File: config.mk
export PLATFORM = sky130hd
export DESIGN_NAME = raster_timing_gen
export DESIGN_NICKNAME = d
export VERILOG_FILES = /design/src/rtl/rtg_pkg.sv /design/src/rtl/rtg_regfile.sv /design/src/rtl/rtg_scan.sv /design/src/rtl/rtg_window.sv /design/src/rtl/raster_timing_gen.sv
export SDC_FILE = /design/constraint.sdc
export NUM_CORES = 1
export LEC_CHECK = 0
export ABC_AREA = 1
export BUFFER_PORTS_ARGS = -buffer_cell sky130_fd_sc_hd__buf_2
export CORE_AREA = 2 2 222 224
export CTS_CLUSTER_DIAMETER = 150
export CTS_CLUSTER_SIZE = 12
export DETAILED_ROUTE_END_ITERATION = 16
export DIE_AREA = 0 0 224 226
export PLACE_DENSITY_LB_ADDON = 0.05
export SYNTH_ARGS = -nofsm -noshare
export SYNTH_HDL_FRONTEND = slang
export SYNTH_SLANG_ARGS = --single-unit
export TNS_END_PERCENT = 20
File: constraint.sdc
create_clock -name clk -period 3.7 [get_ports clk]
set_clock_uncertainty 0.05 [all_clocks]
set_input_delay 0.37 -clock clk [delete_from_list [all_inputs] [get_ports clk]]
set_output_delay 0.37 -clock clk [all_outputs]
set_load 0.02 [all_outputs]
File: src/rtl/rtg_pkg.sv
package rtg_pkg;

    localparam int ADDR_W  = 3;
    localparam int REG_W   = 32;
    localparam int FIELD_W = 16;
    localparam int N_AXES  = 2;
    localparam int N_KINDS = 3;

    localparam logic [ADDR_W-1:0] RA_LOCK = 3'd0;
    localparam logic [ADDR_W-1:0] RA_CTRL = 3'd1;
    localparam int                RA_TIM0 = 2;

    localparam logic [REG_W-1:0] UNLOCK_KEY = 32'h0000_5A3C;

    // kind index inside an axis: 0 active/total, 1 blank, 2 sync
    localparam int K_ACT = 0;
    localparam int K_BLK = 1;
    localparam int K_SYN = 2;

    typedef struct packed {
        logic [FIELD_W-1:0] hi;
        logic [FIELD_W-1:0] lo;
    } pair_t;

    typedef pair_t [N_KINDS-1:0] axis_cfg_t;

    typedef struct packed {
        logic active;
        logic blank;
        logic sync;
    } axis_flags_t;

endpackage

File: src/rtl/rtg_regfile.sv
module rtg_regfile
    import rtg_pkg::*;
(
    input  logic                     clk,
    input  logic                     rst_n,
    input  logic                     we,
    input  logic [ADDR_W-1:0]        addr,
    input  logic [REG_W-1:0]         wdata,
    output logic [REG_W-1:0]         rdata,
    output logic                     unlocked,
    output logic                     enable,
    output axis_cfg_t [N_AXES-1:0]   cfg
);

    typedef struct packed {
        logic                   unlocked;
        logic                   enable;
        axis_cfg_t [N_AXES-1:0] cfg;
        logic [REG_W-1:0]       rdata;
    } rf_state_t;

    rf_state_t st_d, st_q;

    always_comb begin
        st_d = st_q;

        // write side: lock register is always writable
        if (we) begin
            if (addr == RA_LOCK) begin
                st_d.unlocked = (wdata == UNLOCK_KEY);
            end else if (st_q.unlocked) begin
                if (addr == RA_CTRL) begin
                    st_d.enable = wdata[0];
                end
                for (int a = 0; a < N_AXES; a++) begin
                    for (int k = 0; k < N_KINDS; k++) begin
                        if (addr == ADDR_W'(RA_TIM0 + N_KINDS * a + k)) begin
                            st_d.cfg[a][k] = wdata;
                        end
                    end
                end
            end
        end

        // read side: stored values, independent of lock
        st_d.rdata = '0;
        if (addr == RA_LOCK) begin
            st_d.rdata = {{(REG_W-1){1'b0}}, st_q.unlocked};
        end else if (addr == RA_CTRL) begin
            st_d.rdata = {{(REG_W-1){1'b0}}, st_q.enable};
        end
        for (int a = 0; a < N_AXES; a++) begin
            for (int k = 0; k < N_KINDS; k++) begin
                if (addr == ADDR_W'(RA_TIM0 + N_KINDS * a + k)) begin
                    st_d.rdata = st_q.cfg[a][k];
                end
            end
        end
    end

    always_ff @(posedge clk or negedge rst_n) begin
        if (!rst_n) begin
            st_q <= '0;
        end else begin
            st_q <= st_d;
        end
    end

    assign rdata    = st_q.rdata;
    assign unlocked = st_q.unlocked;
    assign enable   = st_q.enable;
    assign cfg      = st_q.cfg;

endmodule

File: src/rtl/rtg_scan.sv
module rtg_scan
    import rtg_pkg::*;
#(
    parameter int CNT_W = 12
) (
    input  logic               enable,
    input  logic [CNT_W-1:0]   h_cur,
    input  logic [CNT_W-1:0]   v_cur,
    input  logic [FIELD_W-1:0] h_tot_m1,
    input  logic [FIELD_W-1:0] v_tot_m1,
    output logic [CNT_W-1:0]   h_nxt,
    output logic [CNT_W-1:0]   v_nxt
);

    logic h_end;
    logic v_end;

    always_comb begin
        h_end = FIELD_W'(h_cur) >= h_tot_m1;
        v_end = FIELD_W'(v_cur) >= v_tot_m1;
        if (!enable) begin
            h_nxt = '0;
            v_nxt = '0;
        end else if (h_end) begin
            h_nxt = '0;
            v_nxt = v_end ? '0 : v_cur + 1'b1;
        end else begin
            h_nxt = h_cur + 1'b1;
            v_nxt = v_cur;
        end
    end

endmodule

File: src/rtl/rtg_window.sv
module rtg_window
    import rtg_pkg::*;
#(
    parameter int CNT_W = 12
) (
    input  logic [CNT_W-1:0]   cnt,
    input  logic [FIELD_W-1:0] act_m1,
    input  pair_t              blk,
    input  pair_t              syn,
    output axis_flags_t        flags
);

    logic [FIELD_W-1:0] c;

    always_comb begin
        c            = FIELD_W'(cnt);
        flags.active = c <= act_m1;
        flags.blank  = (c > blk.lo) && (c <= blk.hi);
        flags.sync   = (c > syn.lo) && (c <= syn.hi);
    end

endmodule

File: src/rtl/raster_timing_gen.sv
module raster_timing_gen
    import rtg_pkg::*;
#(
    parameter int CNT_W = 12
) (
    input  logic              clk,
    input  logic              rst_n,
    input  logic              cfg_we,
    input  logic [2:0]        cfg_addr,
    input  logic [31:0]       cfg_wdata,
    output logic [31:0]       cfg_rdata,
    output logic [CNT_W-1:0]  pix_x,
    output logic [CNT_W-1:0]  line_y,
    output logic              de,
    output logic              blank,
    output logic              hsync,
    output logic              vsync
);

    localparam int AX_H = 0;
    localparam int AX_V = 1;

    typedef struct packed {
        logic [CNT_W-1:0] h;
        logic [CNT_W-1:0] v;
        logic             de;
        logic             blank;
        logic             hsync;
        logic             vsync;
    } scan_state_t;

    scan_state_t st_d, st_q;

    logic                   en;
    logic                   unlocked;
    axis_cfg_t [N_AXES-1:0] cfg_all;
    logic [CNT_W-1:0]       cnt_cur [N_AXES];
    logic [CNT_W-1:0]       cnt_nxt [N_AXES];
    axis_flags_t            flg     [N_AXES];

    rtg_regfile u_regs (
        .clk      (clk),
        .rst_n    (rst_n),
        .we       (cfg_we),
        .addr     (cfg_addr),
        .wdata    (cfg_wdata),
        .rdata    (cfg_rdata),
        .unlocked (unlocked),
        .enable   (en),
        .cfg      (cfg_all)
    );

    assign cnt_cur[AX_H] = st_q.h;
    assign cnt_cur[AX_V] = st_q.v;

    rtg_scan #(.CNT_W(CNT_W)) u_scan (
        .enable   (en),
        .h_cur    (cnt_cur[AX_H]),
        .v_cur    (cnt_cur[AX_V]),
        .h_tot_m1 (cfg_all[AX_H][K_ACT].hi),
        .v_tot_m1 (cfg_all[AX_V][K_ACT].hi),
        .h_nxt    (cnt_nxt[AX_H]),
        .v_nxt    (cnt_nxt[AX_V])
    );

    // decode on the next counts so strobes line up with the registered coordinates
    for (genvar ax = 0; ax < N_AXES; ax++) begin : g_axis
        rtg_window #(.CNT_W(CNT_W)) u_win (
            .cnt    (cnt_nxt[ax]),
            .act_m1 (cfg_all[ax][K_ACT].lo),
            .blk    (cfg_all[ax][K_BLK]),
            .syn    (cfg_all[ax][K_SYN]),
            .flags  (flg[ax])
        );
    end

    always_comb begin
        st_d   = st_q;
        st_d.h = cnt_nxt[AX_H];
        st_d.v = cnt_nxt[AX_V];
        if (en) begin
            st_d.de    = flg[AX_H].active & flg[AX_V].active;
            st_d.blank = flg[AX_H].blank  | flg[AX_V].blank;
            st_d.hsync = flg[AX_H].sync;
            st_d.vsync = flg[AX_V].sync;
        end else begin
            st_d.de    = 1'b0;
            st_d.blank = 1'b1;
            st_d.hsync = 1'b0;
            st_d.vsync = 1'b0;
        end
    end

    always_ff @(posedge clk or negedge rst_n) begin
        if (!rst_n) begin
            st_q       <= '0;
            st_q.blank <= 1'b1;
        end else begin
            st_q <= st_d;
        end
    end

    assign pix_x  = st_q.h;
    assign line_y = st_q.v;
    assign de     = st_q.de;
    assign blank  = st_q.blank;
    assign hsync  = st_q.hsync;
    assign vsync  = st_q.vsync;

endmodule

==> metrics.md, run 1 <==
| Metric | Value |
|---|---|
| Wire per inst | `about 20 µm` |
| Predominant post-synthesis flop cell | `dfrtp_1` |
| Final nets | `between 2,000 and 2,500` |
| Drt total wl | `50,800 µm` |
| Root buffer cell | `clkbuf_16` |
| # setup viols final | `0` |
| Critical Path Start | `u_regs.cfg[17]` |
| Vias in the first global route | `~12,000` |
| Synthesized net count | `1,934` |
| Post-synth top area share | `44.2%` |
| Commonest non-fill, non-tap cells in the layout | `437 x nand2_1, 256 x inv_1, 253 x dfrtp_1` |
| Dpl hpwl | `a little under 40,000 µm` |
| Syn Area/Cell | `a little over 8 µm²` |
| # clock sinks | `about 250` |
| CTS tree | `built` |
| Most common cell after layout, fill and taps aside | `nand2_1` |
| EDFF count, synth | `0` |
| FFs w/ async S/R, synth | `100%` |
| Hold Crit Class | `primary input to flop` |
| Gp weighted congestion | `roughly 0.83` |
| Hold Vio Cnt, Final | `0` |
| Synth area leader | `dfrtp_1` |
| Grt ovf | `0` |
| Relative slew slack | `roughly two fifths` |
| First-pass GRT wire length | `~77,000 µm` |
| R2r endpoint | `vsync` |
| Via count | `around 12,000` |
| Post-Synth XOR/XNOR Area | `less than 1%` |
| Critical path class | `flop to flop` |
| Num CTS Buffers | `25` |
| Htree depth | `1` |
| Final setup margin | `0.321 ns` |
| Crit path max fanout | `15` |
| # fillers | `5,116` |
| Period minus WS final | `3.38 ns` |
| Power Density | `approximately 330 nW/µm²` |
| Vert. Die Dim | `about 230 µm` |
| Area contributors post-synth | `dfrtp_1 44%, ha_1 13%, nand2_1 12%` |
| Worst vdd ir | `between 0.2 and 0.3 mV` |
| Adder-Cell Fraction of Synth Area | `12.7%` |
| Leak | `8.44 nW` |
| Layout Utilization | `roughly a third` |
| Share of cells above drive strength 1 | `a little over a tenth` |
| Io pins | `98` |
| Core area | `a little under 50,000 µm²` |
| Synth unique cells | `38` |
| Fin crit share | `91.3%` |
| Vias per Instance | `about 4.8` |
| P&R area growth vs syn | `15.3%` |
| Crit path capture | `vsync` |
| Number of DRC markers in iteration 0 | `approximately 830` |
| Ys Warns | `0` |
| Reg2Reg Depth | `24` |
| Starting Density | `29.6%` |
| RSZ-0062 raised after global routing | `true` |
| Clk Latency, worst-skew pair | `about 0.55 ns` |
| WP data arrival | `between 3 and 4 ns` |
| Worst-Margin Slew | `~0.89 ns` |
| Power Total | `about 5.5 mW` |
| Worst slack at placement | `around 0.11 ns` |
| Crit start category | `flop` |
| Critical Path Sink Type | `flop` |
| Total die area | `~51,000 µm²` |
| Yosys reg bits | `~250` |
| Post-Syn Instances | `1,750` |
| Critical Path RT | `4.13 ns` |
| Sequential area share after synthesis | `between 40% and 50%` |
| Port bufs | `97` |
| CTS max path bufs | `3` |
| FF-to-FF Start | `u_regs.cfg[17]` |
| Post-CTS Setup Inserts | `0` |
| Floorplan row count | `a little over 80` |
| Largest family of logic cells by synthesized area | `simple AND/OR/NAND/NOR gates` |
| Synth Area in Compound Gates | `around 16%` |
| Post-Synth Simple-Gate Area | `18.2%` |
| FMAX | `about 0.30 GHz` |
| Largest net degree at the start of global routing | `97` |
| Max-cap violations | `0` |
| R2r setup slk | `approximately 0.32 ns` |
| Die width | `between 200 and 250 µm` |
| Initial antenna violation count | `1` |
| GRT Total Usage | `about a fifth` |
| Pins Over Slew Limit | `0` |
| CTS clk-pin slew, worst paths | `roughly 0.07 ns` |
| Status | `finished, final reports clean` |
| Drt pass-1 iters | `8` |
| Cell area after synthesis | `14,300 µm²` |
| Mux cell area share after synthesis | `0%` |
| Fin Hold WS | `about 0.028 ns` |
| Antenna diodes | `0` |
| Post-DRT Antenna Nets | `0` |
| DRC | `0` |
-- critical path, cell delays in order (launching register included) --
cell     delay (ns)
dfrtp_1        0.38
inv_1          0.11
ha_1           0.25
nand2_1        0.07
nor2_1         0.04
nor2_1         0.09
nand2_1        0.06
nand2_1        0.05
nand2_1        0.04
nand2_1        0.10
nand2_1        0.20
buf_4          0.26
nand2_1        0.08
nand2_1        0.06
nor2_2         0.27
buf_4          0.21
ha_1           0.24
a21oi_1        0.20
o21a_1         0.15
nand2_1        0.05
nand2_1        0.05
nand2_1        0.04
nand2_1        0.09
nand3_1        0.08
nor2_1         0.09
-- synthesized netlist by cell type, types with 4 or more instances --
| master | count |
|---|---|
| nand2_1 | 441 |
| o211ai_1 | 22 |
| nand4_1 | 32 |
| o2111ai_1 | 7 |
| a221oi_1 | 21 |
| clkbuf_1 | 26 |
| inv_1 | 257 |
| o21ai_1 | 7 |
| nor3_1 | 14 |
| ha_1 | 146 |
| o21bai_1 | 4 |
| o21ai_0 | 207 |
| buf_4 | 5 |
| nor2_1 | 87 |
| xor2_1 | 4 |
| o22ai_1 | 26 |
| dfrtp_1 | 253 |
| nor4_1 | 5 |
| inv_2 | 6 |
| nand3_1 | 35 |
| buf_2 | 18 |
| o21a_1 | 11 |
| a21oi_1 | 89 |
-- cell families (layout without fill, tap and decap cells) --
family / Yosys count / after routing
buffers and inverters: 316 / 446
adder cells (fa/ha/maj): 146 / 146
XOR/XNOR: 6 / 6
AND/OR/NAND/NOR: 628 / 628
flip-flops: 254 / 254
AO/OA/AOI/OAI: 400 / 400
-- per-stage QoR --
| step | instance area [µm²] | TNS (ns) | instances |
|---|---|---|---|
| after detailed placement | 15800 | 0 | 2466 |
| after global placement | 15800 | 0 | 2466 |
| final | 16500 | 0 | 2502 |
| after global routing | 16500 | -0.0528 | 2502 |
| after floorplan | 14300 | 0 | 1750 |
| after CTS | 16500 | 0 | 2502 |
-- state kept, by name (all words and copies together) (netlist names) --
signal / flops
line_y: 12
pix_x: 12
hsync: 1
u_regs.rdata: 32
u_regs.cfg: 192
blank: 1
u_regs.enable: 1
vsync: 1
u_regs.unlocked: 1
de: 1
-- routing by layer --
metal	wire, µm	share of wire, %	global-route usage [%]	vias up
met5	0	0	0	-
met2	21300	42	30.5	236
met3	2270	4.5	2.63	35
met4	700	1.4	3.83	0
li1	-	-	-	6025
met1	26400	52	31.6	5758
-- how the worst min path moves through the flow --
| stage | endpoint | depth (start not counted) | from | slack, ns |
|---|---|---|---|---|
| 2_1_floorplan | de | 0 | rst_n | 0.02 |
| 3_3_place_gp | u_regs.rdata[6] | 1 | rst_n | 0.35 |
| 3_5_place_dp | u_regs.rdata[6] | 1 | rst_n | 0.35 |
| 4_1_cts | u_regs.cfg[144] | 3 | cfg_wdata[16] | 0.002 |
| 5_1_grt | u_regs.cfg[144] | 3 | cfg_wdata[16] | 0.02 |
| 6_report | u_regs.cfg[144] | 3 | cfg_wdata[16] | 0.03 |
-- timing repair --
action | in CTS | in global routing
hold buffers | 1 | 0
gates resized for setup | 0 | 8
endpoints found under the setup margin | 0 | 4
endpoints found under the hold margin | 75 | 0
-- where the power goes --
part	total, mW	internal (mW)	switching [mW]
logic	0.320	0.0706	0.249
clock network	2.37	1.23	1.14
registers	2.81	2.80	0.00837
-- layout make-up --
type                            instances  area, µm²  share of cell area [%]
Timing Repair Buffer                  148        956                    5.79
Clock buffer                           34        659                    3.99
Inverter                              263        987                    5.98
Multi-Input combinational cell       1180       6770                    41.0
Sequential cell                       254       6360                    38.5
Tap cell                              622        778                    4.71
Clock inverter                          1       11.3                  0.0682
Note: power is estimated with default switching activity, not from simulation.
==> run 2, diff against run 1 <==
clock period = 3.4 ns   (was 3.7 ns; I/O delays follow)
==> metrics.md, run 2 (synthesis results as in run 1) <==
| Metric | Value |
|---|---|
| RSZ-0062 raised after global routing | `true` |
| Final nets | `roughly 2,100` |
| Max-cap violations | `0` |
| Drt pass-1 iters | `5` |
| Vias per Instance | `~4.9` |
| Worst Path Buf+Inv | `5` |
| Gp weighted congestion | `0.819` |
| Vias in the first global route | `between 10,000 and 15,000` |
| Fin crit share | `93.8%` |
| Clock power frac | `a little over two fifths` |
| Top cell by count, worst path | `nand2_1` |
| Period minus WS final | `approximately 3.2 ns` |
| First-pass GRT wire length | `around 77,000 µm` |
| DRC | `0` |
| Via count | `12,400` |
| Largest net degree at the start of global routing | `68` |
| Vert. Die Dim | `between 200 and 250 µm` |
| Most common cell after layout, fill and taps aside | `nand2_1` |
| Drt total wl | `between 50,000 and 60,000 µm` |
| Status | `finished, final reports clean` |
| Switching power of the nets | `around 1.5 mW` |
| Critical path class | `flop to flop` |
| Port bufs | `97` |
| Wire per inst | `19.9 µm` |
| Worst slack at placement | `-0.213 ns` |
| CTS tree | `built` |
| Grt ovf | `0` |
| Root buffer cell | `clkbuf_16` |
| Reg power frac | `between 50% and 60%` |
| Share of cells above drive strength 1 | `14.2%` |
| Starting Density | `between 20% and 30%` |
| CTS max path bufs | `3` |
| Max reg flops | `between 150 and 200` |
| Crit start category | `flop` |
| WP data arrival | `3.61 ns` |
| Dpl hpwl | `39,400 µm` |
| Io pins | `98` |
| Largest delay share family, worst path | `simple AND/OR/NAND/NOR gates` |
| Worst vdd ir | `~0.32 mV` |
| Leak | `around 8.7 nW` |
| Core area | `between 40,000 and 50,000 µm²` |
| P&R area growth vs syn | `19.7%` |
| Hold Crit Class | `primary input to flop` |
| Total die area | `50,600 µm²` |
| Htree depth | `1` |
| Commonest non-fill, non-tap cells in the layout | `432 x nand2_1, 253 x inv_1, 253 x dfrtp_1` |
| Relative slew slack | `between 40% and 50%` |
| Die width | `around 220 µm` |
| Critical Path RT | `3.82 ns` |
| Antenna diodes | `0` |
| Slowest CP cell | `dfrtp_1` |
| GRT Total Usage | `20.3%` |
| Number of DRC markers in iteration 0 | `roughly 850` |
| # setup viols final | `0` |
| Crit path max fanout | `5` |
| Critical Path Sink Type | `flop` |
| Critical Path Max Stage Delay | `0.35 ns` |
| # clock sinks | `between 200 and 300` |
| Clk Latency, worst-skew pair | `approximately 0.55 ns` |
| Initial antenna violation count | `0` |
| # fillers | `just over 5,000` |
| Switching part of the total power | `between 20% and 30%` |
| CTS clk-pin slew, worst paths | `~0.07 ns` |
| Pins Over Slew Limit | `0` |
| Post-DRT Antenna Nets | `0` |
| Final setup margin | `roughly 0.21 ns` |
| Power Total | `5.99 mW` |
| Worst-Margin Slew | `between 0.8 and 0.9 ns` |
| Power Density | `349 nW/µm²` |
| Num CTS Buffers | `25` |
| Crit-path cells | `inv_1 > ha_1 > nand2_1 > nor3_1 > nand2_2 > nand3_2 > buf_6 > inv_1 > nor2_4 > nor2_4 > buf_6 > buf_4 > ha_1 > nand2_1 > o21ai_0 > nand2_1 > nand2_1 > nand2_1 > nand2_1 > nand2_1 > nand2_2 > nand3_1` |
| Floorplan row count | `81` |
| Comb power frac | `approximately 6%` |
| FMAX | `about 0.31 GHz` |
| Pint | `around 4.5 mW` |
| Hold Vio Cnt, Final | `0` |
## run 2: area by class of cell
cell class                      count  area [µm²]  share of cell area (%)
Clock buffer                       34         659                    3.85
Clock inverter                      1        11.3                  0.0657
Inverter                          263         990                    5.77
Multi-Input combinational cell   1180        6870                    40.1
Sequential cell                   254        6360                    37.1
Tap cell                          622         778                    4.54
Timing Repair Buffer              205        1480                    8.63
## run 2: repair_timing
item | in CTS | in global routing
pin swaps | 0 | 4
setup buffers | 0 | 2
endpoints found under the setup margin | 4 | 4
cloned | 0 | 0
resized for setup | 9 | 38
hold buffers | 7 | 0
endpoints found under the hold margin | 72 | 0
## run 2: power by group through the flow
stage / clock [mW] / combinational [mW] / sequential, mW
finish: 2.56 / 0.360 / 3.06
global route: 2.79 / 0.391 / 3.06
CTS: 2.66 / 0.368 / 3.06
detailed placement: 0 / 0.360 / 3.12
global placement: 0 / 0.363 / 3.12
floorplan: 0 / 0.0802 / 3.16
## run 2: path summary, 6_finish.rpt
check / cells past startpoint / end / from / slack, ns
setup / recovery: 22 / blank / u_regs.cfg[27] / 0.21
hold / removal: 3 / u_regs.cfg[146] / cfg_wdata[18] / 0.02
setup reg to reg: 22 / blank / u_regs.cfg[27] / 0.21
hold reg to reg: 2 / u_regs.cfg[38] / u_regs.cfg[38] / 0.43
max in group asynchronous: 3 / u_regs.cfg[39] / rst_n / 2.05
min in group asynchronous: 2 / u_regs.rdata[7] / rst_n / 0.27
## run 2: worst reg2reg max path: stages (launching register included)
cell and delay (ns):
dfrtp_1 0.35, inv_1 0.06, ha_1 0.29, nand2_1 0.08
nor3_1 0.28, nand2_2 0.11, nand3_2 0.11, buf_6 0.14
inv_1 0.08, nor2_4 0.16, nor2_4 0.07, buf_6 0.14
buf_4 0.13, ha_1 0.28, nand2_1 0.07, o21ai_0 0.16
nand2_1 0.06, nand2_1 0.10, nand2_1 0.06, nand2_1 0.06
nand2_1 0.07, nand2_2 0.12, nand3_1 0.09
## run 2: metal layers
metal,track usage [%],vias to the layer above,share of wire [%],wire length (µm)
met5,0,-,0,0
met4,4.09,0,1.7,873
met3,1.99,46,4.0,2050
met2,30.6,249,42,21500
met1,31.4,5983,52,26400
li1,-,6137,-,-
## run 2: per-stage QoR
step                      hold slack [ns]  util [%]  instance area, µm²  setup TNS, ns  instances
final                              0.0238      35.5               17100              0       2559
after global routing               0.0222      35.5               17100        -0.0497       2559
after CTS                         0.00123      35.2               17000              0       2557
after detailed placement            0.288      33.6               16200         -0.530       2515
after global placement              0.290      33.6               16200         -0.590       2515
after floorplan                  -0.00559         -               14300              0       1750
